==> src/rtl/prog_phy_pkg.sv <==
package prog_phy_pkg;
  localparam int BYTE_W    = 8;
  localparam int FRAME_LEN = 12;
  localparam int CNT_W     = $clog2(FRAME_LEN);

  function automatic logic even_bit(input logic [BYTE_W-1:0] d);
    return ^d;
  endfunction
endpackage

==> src/rtl/prog_phy_brk.sv <==
module prog_phy_brk #(
  parameter int BRK_BITS = 12
) (
  input  logic clk,
  input  logic rst_n,
  input  logic din,
  output logic hit,
  output logic brk
);
  localparam int RW = $clog2(BRK_BITS + 1);
  logic [RW-1:0] run;

  assign hit = !din && (run == RW'(BRK_BITS - 1));

  always_ff @(posedge clk or negedge rst_n) begin
    if (!rst_n) begin
      run <= '0;
      brk <= 1'b0;
    end else begin
      brk <= hit;
      if (din)                        run <= '0;
      else if (run != RW'(BRK_BITS))  run <= run + 1'b1;
    end
  end
endmodule

==> src/rtl/prog_phy_rx.sv <==
module prog_phy_rx
  import prog_phy_pkg::*;
(
  input  logic              clk,
  input  logic              rst_n,
  input  logic              din,
  input  logic              listen,
  input  logic              abort,
  input  logic              rx_ready,
  output logic [BYTE_W-1:0] rx_data,
  output logic              rx_valid,
  output logic              perr,
  output logic              ferr,
  output logic              busy,
  output logic              fin
);
  localparam logic [CNT_W-1:0] LAST = CNT_W'(FRAME_LEN - 1);

  logic [CNT_W-1:0]     cnt;
  logic                 prev;
  logic [FRAME_LEN-2:0] sh;
  logic [FRAME_LEN-2:0] nxt;
  logic                 start, par_bad, stop_bad;

  assign nxt      = {din, sh[FRAME_LEN-2:1]};
  assign busy     = (cnt != '0);
  assign fin      = (cnt == LAST) && !abort;
  assign start    = listen && !busy && prev && !din && !abort;
  assign par_bad  = nxt[BYTE_W] != even_bit(nxt[BYTE_W-1:0]);
  assign stop_bad = !(nxt[BYTE_W+1] && nxt[BYTE_W+2]);

  always_ff @(posedge clk or negedge rst_n) begin
    if (!rst_n) begin
      cnt      <= '0;
      prev     <= 1'b1;
      sh       <= '0;
      rx_data  <= '0;
      rx_valid <= 1'b0;
      perr     <= 1'b0;
      ferr     <= 1'b0;
    end else begin
      prev <= din;
      perr <= fin && par_bad;
      ferr <= fin && stop_bad;
      if (abort)      cnt <= '0;
      else if (start) cnt <= CNT_W'(1);
      else if (busy) begin
        sh  <= nxt;
        cnt <= fin ? '0 : cnt + 1'b1;
      end
      if (fin && !par_bad && !stop_bad) begin
        rx_data  <= nxt[BYTE_W-1:0];
        rx_valid <= 1'b1;
      end else if (rx_ready) begin
        rx_valid <= 1'b0;
      end
    end
  end
endmodule

==> src/rtl/prog_phy_tx.sv <==
module prog_phy_tx
  import prog_phy_pkg::*;
(
  input  logic              clk,
  input  logic              rst_n,
  input  logic              load,
  input  logic [BYTE_W-1:0] byte_in,
  input  logic              abort,
  input  logic              din,
  output logic              dat_o,
  output logic              dat_oe,
  output logic              busy,
  output logic              last,
  output logic              col
);
  localparam logic [CNT_W-1:0] LAST = CNT_W'(FRAME_LEN - 1);

  logic [FRAME_LEN-1:0] sh;
  logic [CNT_W-1:0]     cnt;
  logic                 act;

  assign busy   = act;
  assign last   = act && (cnt == LAST);
  assign dat_o  = act ? sh[0] : 1'b1;
  assign dat_oe = act;

  always_ff @(posedge clk or negedge rst_n) begin
    if (!rst_n) begin
      sh  <= '1;
      cnt <= '0;
      act <= 1'b0;
      col <= 1'b0;
    end else begin
      col <= act && (din != sh[0]);
      if (abort) begin
        act <= 1'b0;
      end else if (load) begin
        act <= 1'b1;
        cnt <= '0;
        sh  <= {2'b11, even_bit(byte_in), byte_in, 1'b0};
      end else if (act) begin
        if (last) act <= 1'b0;
        else begin
          sh  <= {1'b1, sh[FRAME_LEN-1:1]};
          cnt <= cnt + 1'b1;
        end
      end
    end
  end
endmodule

==> src/rtl/prog_phy.sv <==
module prog_phy
  import prog_phy_pkg::*;
#(
  parameter int GUARD_BITS = 128,
  parameter int BRK_BITS   = 12
) (
  input  logic              clk,
  input  logic              link_en,
  input  logic              dat_i,
  output logic              dat_o,
  output logic              dat_oe,
  output logic [BYTE_W-1:0] rx_data,
  output logic              rx_valid,
  input  logic              rx_ready,
  input  logic [BYTE_W-1:0] tx_data,
  input  logic              tx_valid,
  output logic              tx_ready,
  output logic              perr,
  output logic              ferr,
  output logic              brk,
  output logic              col
);
  localparam int GW = $clog2(GUARD_BITS + 1);

  logic          brk_hit, rx_busy, rx_fin, tx_busy, tx_last, tx_load;
  logic          listen, idle, guard_ok;
  logic [GW-1:0] gcnt;

  assign idle     = !rx_busy && !tx_busy;
  assign guard_ok = (gcnt == GW'(GUARD_BITS));
  assign tx_ready = !brk_hit && ((idle && guard_ok) || tx_last);
  assign tx_load  = tx_valid && tx_ready;
  assign listen   = !tx_busy && !tx_load;

  always_ff @(posedge clk or negedge link_en) begin
    if (!link_en)                 gcnt <= '0;
    else if (brk_hit || rx_fin)   gcnt <= '0;
    else if (idle) begin
      if (!dat_i)                 gcnt <= '0;
      else if (!guard_ok)         gcnt <= gcnt + 1'b1;
    end
  end

  prog_phy_brk #(.BRK_BITS(BRK_BITS)) u_brk (
    .clk(clk), .rst_n(link_en), .din(dat_i), .hit(brk_hit), .brk(brk)
  );

  prog_phy_rx u_rx (
    .clk(clk), .rst_n(link_en), .din(dat_i), .listen(listen), .abort(brk_hit),
    .rx_ready(rx_ready), .rx_data(rx_data), .rx_valid(rx_valid),
    .perr(perr), .ferr(ferr), .busy(rx_busy), .fin(rx_fin)
  );

  prog_phy_tx u_tx (
    .clk(clk), .rst_n(link_en), .load(tx_load), .byte_in(tx_data),
    .abort(brk_hit), .din(dat_i), .dat_o(dat_o), .dat_oe(dat_oe),
    .busy(tx_busy), .last(tx_last), .col(col)
  );
endmodule

==> config.mk <==
export PLATFORM = sky130hd
export DESIGN_NAME = prog_phy
export DESIGN_NICKNAME = d
export VERILOG_FILES = /design/src/rtl/prog_phy_pkg.sv /design/src/rtl/prog_phy_brk.sv /design/src/rtl/prog_phy_rx.sv /design/src/rtl/prog_phy_tx.sv /design/src/rtl/prog_phy.sv
export SDC_FILE = /design/constraint.sdc
export NUM_CORES = 1
export LEC_CHECK = 0
export CORE_MARGIN = 2
export CORE_UTILIZATION = 60
export CTS_CLUSTER_SIZE = 40
export DETAILED_ROUTE_END_ITERATION = 12
export DONT_BUFFER_PORTS = 1
export GPL_TIMING_DRIVEN = 0
export PLACE_DENSITY = 0.76
export RECOVER_POWER = 100
export SETUP_SLACK_MARGIN = 0.05
export SYNTH_ARGS = -nofsm -noshare
export SYNTH_HDL_FRONTEND = slang
export SYNTH_HIERARCHICAL = 1
export SYNTH_SLANG_ARGS = --single-unit
export TNS_END_PERCENT = 50
==> constraint.sdc <==
create_clock -name clk -period 3.8 [get_ports clk]
set_input_delay 0.19 -clock clk [delete_from_list [all_inputs] [get_ports clk]]
set_output_delay 0.19 -clock clk [all_outputs]
set_load 0.005 [all_outputs]
Word level (Yosys, flattened, before mapping) --
Cells that the tools add are included.
Word-level totals: register bits 58, output and inout port bits 16, word-level logic and storage cells 90, input bits 13
Cells by class: bitwise gates (word level) 2, reductions and logical operators 38, equal/unequal tests 9, add/subtract/negate cells 4, multiplexer cells 23
Operators with widths (count):
- $mux W12 | 3
- $mux W4 | 9
- $mux W8 | 4
- $logic_and A1 B1 Y1 | 18
- $reduce_xor A8 Y1 | 2
- $add A4 B1 Y4 const B | 3
- $eq A4 B4 Y1 const B | 3
- $add A8 B1 Y8 const B | 1
- $eq A8 B8 Y1 const B | 1
- $reduce_bool A2 Y1 | 4
- $logic_not A1 Y1 | 7
- $mux W1 | 7
- $reduce_and A3 Y1 | 2
- $ne A4 B4 Y1 const B | 1
- $reduce_bool A4 Y1 | 1
- $ne A3 B2 Y1 const B | 1
- $reduce_bool A3 Y1 | 1
- $logic_or A1 B1 Y1 | 2
- $ne A1 B1 Y1 | 2
- $ne A2 B1 Y1 const B | 1
- $not A1 Y1 | 2
- $reduce_and A2 Y1 | 1

Logic depth before layout (Yosys ltp) --
Gate-level depths: netlist of run 1.
depth in word-level cells 15, gate-level depth with buffers 12, depth with buffers taken out 11

Hierarchy --
The synthesis of run 1 kept the hierarchy.
By module, submodules not included:
- prog_phy_rx | cells an instance 84, area each 1144.8 µm², sequential area each 651.9 µm², times used 1
- prog_phy_tx | cells an instance 72, area each 913.4 µm², sequential area each 412.9 µm², times used 1
- prog_phy | cells an instance 61, area each 561.8 µm², sequential area each 200.2 µm², times used 1
- prog_phy_brk | cells an instance 26, area each 279.0 µm², sequential area each 125.1 µm², times used 1

Worst setup path before layout of run 1 --
No wires, ideal clock.
kind register to register, from register u_brk.run[0], to register gcnt[3], cell stages (with the launch flop) 10, setup slack 1.105 ns, period minus slack after synthesis 2.695 ns, required time 3.710 ns, library setup time 0.090 ns, arrival 2.605 ns, path buffers 1, cells stage by stage dfrtp_1 > ha_1 > nand2_1 > nor3_1 > nand4bb_1 > inv_1 > or3b_1 > buf_2 > or3_4 > o31ai_4
On the way: cells in the longest elaborated chain, start to end 7, elaborated cells on any way between the ends 9, classes of those cells eq/ne: 2; mux: 1; reduce/logical: 6
RTL lines:
- start, declared | RTL line prog_phy_brk.sv:11 | logic [RW-1:0] run;
- start signal, assigned | RTL line prog_phy_brk.sv:22 | else if (run != RW'(BRK_BITS)) run <= run + 1'b1;
- $eq A4 B4 Y1 * | RTL line prog_phy_brk.sv:13 | assign hit = !din && (run == RW'(BRK_BITS - 1));
- $logic_and A1 B1 Y1 * | RTL line prog_phy_brk.sv:13
- via brk_hit | RTL line prog_phy.sv:25 | logic brk_hit, rx_busy, rx_fin, tx_busy, tx_last, tx_load;
- $logic_not A1 Y1 * | RTL line prog_phy_rx.sv:27 | assign fin = (cnt == LAST) && !abort;
- $logic_and A1 B1 Y1 * | RTL line prog_phy_rx.sv:27
- via rx_fin | RTL line prog_phy.sv:25
- $logic_or A1 B1 Y1 * | RTL line prog_phy.sv:37 | else if (brk_hit || rx_fin) gcnt <= '0;
- $ne A3 B2 Y1 (no source line) / $reduce_bool A2 Y1 (equally long branches)
- $reduce_and A2 Y1 (no source line)
- end signal, assigned | RTL line prog_phy.sv:40 | else if (!guard_ok) gcnt <= gcnt + 1'b1;
- end, declared | RTL line prog_phy.sv:27 | logic [GW-1:0] gcnt;
The timed path passes the listed nets; every way through them passes the cells marked *. A chain may end at the register's enable or synchronous reset.

Worst setup path after layout of run 1 --
Ends and elaborated chain as after synthesis.

==> impl_metrics.ini, run 1 <==
[sta]
relSlewSlack_pct = -64.4
setup_viol = 0
final_hold_viol_count = 0
rsz0062_at_grt = no
finClkSkew_ns = 0.0117
slew_viol_final = 56
worst_hold_slack_ns = 0.0229
fin_tns_setup_ns = 0
period_share_pct = 87.4
fmaxAchievable_mhz = 301
finalCriticalPeriod_ns = 3.32
worstMarginPinSlew_ns = 2.47

[clocking]
clkSinkCount = 55
postCtsHoldBufs = 4
cts_inserted_buffers = 5
cts_post_setup_buffers_inserted = 0
root_buffer = clkbuf_8
clkTransAtPathRegs_ns = 0.11
cts_max_path_buffers = 2
cts_resized = 0
cts_tree = yes
insertion_delay_ns = 0.32
h-tree-depth = 2

[status]
status = complete, but fails checks
violations = max-capacitance violations, max-slew violations

[setup_path]
path_cells = ha_1 > nand2_1 > nor3_1 > nand4bb_1 > inv_1 > or3b_1 > clkbuf_2 > or3_1 > o31ai_4
cp.required_ns = 4.03
path_class = reg -> reg
cp.arrival_ns = 3.55
cp_slowest_cell = nor3_1
critPathTopFamily = simple AND/OR/NAND/NOR gates
worst_setup_path_end_kind = flip-flop
crit_fanout = 11
cp_slowest_stage_delay_ns = 0.77
path_buf_inv = 2
start_kind = flip-flop

[power_and_ir_drop]
intPower_mw = 1.41
power_frac_seq_pct = 46.2
power_density_mw_per_mm2 = 713
clockPowerShare_pct = 15.5
ir_worst_vdd_mv = 0.313
power.switching_mw = 0.750
pwr-share-comb_pct = 38.3
p_leak_nw = 1.31
switching_share_pct = 34.7

[die]
core_area_mm2 = 0.00469
ios = 29
row_count = 25
start_util_pct = 61.8
die_w_um = 73.5
die-area_mm2 = 0.00540
die_height_um = 73.5

[global_route]
antenna_found_initial = 0
grt_max_degree = 56
grt_pass1_vias = 1773
overflow = 0
gr-usage-all-layers_pct = 19.7
grt_pass1_wl_mm = 8.15

[place]
port_buffers = 0
postPlaceCellArea_mm2 = 0.00297
gp_routability_congestion = 0.805
dpl.hpwl_mm = 3.29

[cells_and_area]
syn_to_final_growth_pct = 4.45
nets = 274
fin_area_mm2 = 0.00303
diodes = 0
drive_gt1_share_pct = 23.1
nFillCells = 362
finish.utilization_pct = 64.5

[routing]
routed_wl_mm = 4.91
wl_per_cell_um = 15.9
viasPerCell = 5.84
vias = 1806
drt_first_pass_iters = 4
drt_first_iter_violations = 73
ant_nets = 0
drc = 0

[synthesis]
synth.most_common_cell = dfrtp_1
synth.distinct_cells = 53
yosysWarnings = 6
synth_area_mm2 = 0.00290
synth.avg_cell_area_um2 = 11.9
synth_common_cells = dfrtp_1 (44), mux2_2 (26), o21ai_0 (14)
yosysTopAreaCellShare_pct = 38.0
seq_area_frac_synth_pct = 47.9
synth_edf_count = 0
yosysTopAreaCell = dfrtp_1
synth_nets = 263
ys_seq_elements = 55
synth_area_leaders = dfrtp_1 (38%), mux2_2 (10%), dfstp_2 (10%)
netlist_instances = 243
synth-async-reset-ratio_pct = 100
synth_top_flop_cell = dfrtp_1

[job]
maxCapViolations = 1

[min_path]
hp-class = in -> reg
-- layout by cell type (no fill, tap or decap), drive strengths merged, types with 4 or more instances in the layout --
cell | synthesis | routed
a21oi | 10 | 10
inv | 12 | 13
nor2 | 12 | 12
o21ai | 15 | 15
clkbuf | 2 | 12
o31ai | 5 | 5
dfrtp | 44 | 44
mux2 | 33 | 33
nor3 | 4 | 4
xor2 | 4 | 4
nand2b | 7 | 7
nand2 | 10 | 10
xnor2 | 10 | 10
nand3 | 7 | 7
dfstp | 11 | 11
ha | 7 | 7
mux2i | 5 | 5
-- metal layers --
metal	global-route usage [%]	wire length [µm]
met3	4.80	179
met2	30.4	2280
met1	27.1	2370
met4	7.07	93
met5	0	0
-- power by group through the flow --
stage | logic, mW | clock network (mW) | registers (mW)
after floorplan | 0.814 | 0 | 0.962
after global placement | 0.889 | 0 | 1.01
after detailed placement | 0.918 | 0 | 1.02
after CTS | 0.937 | 0.343 | 1.01
after global routing | 0.930 | 0.369 | 1.03
final | 0.827 | 0.335 | 0.999
-- registers in the layout (all words and copies together), names as in the netlist, 4 cells and up --
signal,count
gcnt,8
u_brk/run,4
u_rx/cnt,4
u_rx/rx_data,8
u_rx/sh,10
u_tx/cnt,4
u_tx/sh,10
-- logic make-up after synthesis --
| kind of cell | Yosys count | synth area share, % |
|---|---|---|
| compound gates | 43 | 10.6 |
| buf+inv | 21 | 3.58 |
| flops | 55 | 48.0 |
| xor+xnor | 16 | 5.87 |
| fa+ha+maj | 7 | 3.02 |
| mux | 38 | 15.9 |
| simple gates | 63 | 13.1 |
-- final timing paths --
kind | start | to | slack, ns | cells after the start
worst max-delay path | u_brk/run[0] | gcnt[3] | 0.48 | 9
worst min-delay path | dat_i | u_rx/sh[10] | 0.02 | 1
worst max register to register | u_brk/run[0] | gcnt[3] | 0.48 | 9
worst min register to register | gcnt[7] | gcnt[7] | 0.50 | 1
max in group asynchronous | link_en | gcnt[6] | 1.04 | 2
min in group asynchronous | link_en | u_rx/sh[10] | 1.38 | 2
-- stage by stage --
| step | setup slack (ns) | cells | power [mW] |
|---|---|---|---|
| floorplan | 1.10 | 243 | 1.78 |
| global placement | 0.666 | 297 | 1.90 |
| detailed placement | 0.590 | 297 | 1.93 |
| CTS | 0.551 | 309 | 2.29 |
| global route | 0.131 | 309 | 2.33 |
| finish | 0.478 | 309 | 2.16 |
-- area by class of cell --
class / count / area, µm² / area share (%)
inverter: 12 / 45.0 / 1.49
clock inverter: 3 / 22.5 / 0.744
multi-input combinational: 167 / 1350 / 44.4
timing repair buffer: 4 / 40.0 / 1.32
clock buffer: 5 / 68.8 / 2.27
tap: 54 / 67.6 / 2.23
buffer: 9 / 48.8 / 1.61
sequential: 55 / 1390 / 45.9
(Power assumes the default switching activity.)
==> run 2, diff against run 1 <==
==> constraint.sdc (replaced) <==
create_clock -name clk -period 3.8 [get_ports clk]
set_input_delay 1.14 -clock clk [delete_from_list [all_inputs] [get_ports clk]]
set_output_delay 1.14 -clock clk [all_outputs]
set_load 0.005 [all_outputs]
==> run 2 against run 1 <==
- the flow now finishes without violations
- sequential cell count stayed put
- critical path depth down 2
- register-to-register slack better by 0.06 ns
- critical endpoint unchanged
- clock power is essentially flat
- power shrank 0.50%
- largest cell class unchanged
- highest routed layer unchanged
==> impl_metrics.ini, run 2 (same netlist as run 1, synthesis figures left out) <==
[setup_path]
cp.required_ns = 4.03
path_class = in -> reg
reg2reg_slack_ns = 0.54
path_cells = nor3_1 > nand4bb_1 > inv_1 > or3b_1 > clkbuf_1 > or3_4 > o31ai_4
cp.arrival_ns = 3.64
cp_slowest_stage_delay_ns = 0.81
r2r_cells = 9
cp_slowest_cell = nor3_1
critPathTopFamily = simple AND/OR/NAND/NOR gates
timing.rr.start = u_brk/run[0]
reg2reg_to = gcnt[3]
path_buf_inv = 2
crit_fanout = 14
start_kind = input port
worst_setup_path_end_kind = flip-flop

[die]
die_height_um = 73.5
core_area_mm2 = 0.00469
die_w_um = 73.5
start_util_pct = 61.8
die-area_mm2 = 0.00540
ios = 29
row_count = 25

[clocking]
h-tree-depth = 2
clkSinkCount = 55
insertion_delay_ns = 0.32
cts_resized = 0
cts_post_setup_buffers_inserted = 0
cts_tree = yes
clkTransAtPathRegs_ns = 0.11
cts_max_path_buffers = 2
root_buffer = clkbuf_8
cts_inserted_buffers = 5
postCtsHoldBufs = 0

[routing]
vias = 1775
ant_nets = 0
drt_first_iter_violations = 87
wl_per_cell_um = 15.7
drc = 0
routed_wl_mm = 4.79
drt_first_pass_iters = 4
viasPerCell = 5.82

[global_route]
overflow = 0
gr-usage-all-layers_pct = 19.3
grt_pass1_wl_mm = 8.02
grt_max_degree = 56
antenna_found_initial = 0
grt_pass1_vias = 1736

[sta]
worstMarginPinSlew_ns = 1.02
setup_viol = 0
slew_viol_final = 0
relSlewSlack_pct = 31.3
rsz0062_at_grt = no
period_share_pct = 89.9
fin_tns_setup_ns = 0
finalCriticalPeriod_ns = 3.42
final_hold_viol_count = 0
finClkSkew_ns = 0.0130
fmaxAchievable_mhz = 293

[place]
gp_routability_congestion = 0.805
port_buffers = 0
postPlaceCellArea_mm2 = 0.00297
dpl.hpwl_mm = 3.29

[cells_and_area]
drive_gt1_share_pct = 23.9
syn_to_final_growth_pct = 3.19
nets = 270
fin_area_mm2 = 0.00299
layout_common_cells = dfrtp_1 (44), mux2_2 (26), o21ai_0 (15)
diodes = 0
reg_top3 = u_rx/sh: 10 flops, u_tx/sh: 10 flops
nFillCells = 367
final_common_cell = dfrtp_1

[power_and_ir_drop]
ir_worst_vdd_mv = 0.311
switching_share_pct = 34.4
pwr-share-comb_pct = 37.9
power.switching_mw = 0.739
power_density_mw_per_mm2 = 719
clockPowerShare_pct = 15.6
intPower_mw = 1.41
p_leak_nw = 1.29
power_frac_seq_pct = 46.5

[min_path]
min_to = u_tx/sh[1]
hold_depth = 2
worstHoldStart = u_tx/sh[1]
hp-class = reg -> reg

[status]
status = completed

[job]
maxCapViolations = 0
## run 2: cell count changes in the layout (fill, tap and decap cells not counted)
cell / delta
and2_1: -1
clkbuf_2: -1
clkbuf_1: +1
clkdlybuf4s25_1: -1
dlygate4sd3_1: -3
or3_4: +1
dfstp_1: -1
or3_1: -1
o21ai_1: -1
and2_0: +1
dfstp_2: +1
o21ai_0: +1
## run 2: worst max path at each step
stage          startpoint       to  slack [ns]  depth (start not counted)
2_1_floorplan       dat_i  gcnt[3]        0.57                          7
3_3_place_gp        dat_i  gcnt[4]        0.16                          7
5_1_grt             dat_i  gcnt[2]        0.09                          7
3_5_place_dp        dat_i  gcnt[4]        0.09                          7
6_report            dat_i  gcnt[3]        0.38                          7
4_1_cts             dat_i  gcnt[4]        0.41                          7
## run 2: layout make-up
| class | count | area [µm²] | share of cell area, % |
|---|---|---|---|
| Sequential cell | 55 | 1390 | 46.5 |
| Clock inverter | 3 | 22.5 | 0.753 |
| Inverter | 12 | 45.0 | 1.51 |
| Tap cell | 54 | 67.6 | 2.26 |
| Buffer | 9 | 47.5 | 1.59 |
| Multi-Input combinational cell | 167 | 1350 | 45.1 |
| Clock buffer | 5 | 68.8 | 2.30 |
## run 2: through the flow
stage / std cells / setup slack [ns] / power, mW / utilization [%] / hold WS [ns]
after global placement: 297 / 0.156 / 1.90 / 63.2 / 0.482
after floorplan: 243 / 0.568 / 1.78 / - / 0.447
after CTS: 305 / 0.407 / 2.27 / 65.2 / 0.494
final: 305 / 0.385 / 2.15 / 63.8 / 0.501
after detailed placement: 297 / 0.0871 / 1.93 / 63.2 / 0.487
after global routing: 305 / 0.0898 / 2.31 / 63.8 / 0.485
## run 2: per-layer routing
metal  vias up  track usage, %  wire [µm]
li1        875               -          -
met5         -               0          0
met2        28            29.5       2200
met3         8            4.66        164
met4         0            7.27         95
met1       864            26.7       2330
## run 2: worst min-delay path, cell delays in order (launching register included)
cell and delay [ns]:
dfstp_2 0.37, inv_1 0.07, mux2i_1 0.07
## run 2: power groups by stage
stage,combinational [mW],clock (mW),sequential (mW)
final,0.814,0.335,1.00
after global routing,0.912,0.369,1.03
after CTS,0.918,0.343,1.01
after detailed placement,0.918,0,1.02
after global placement,0.889,0,1.01
after floorplan,0.814,0,0.962
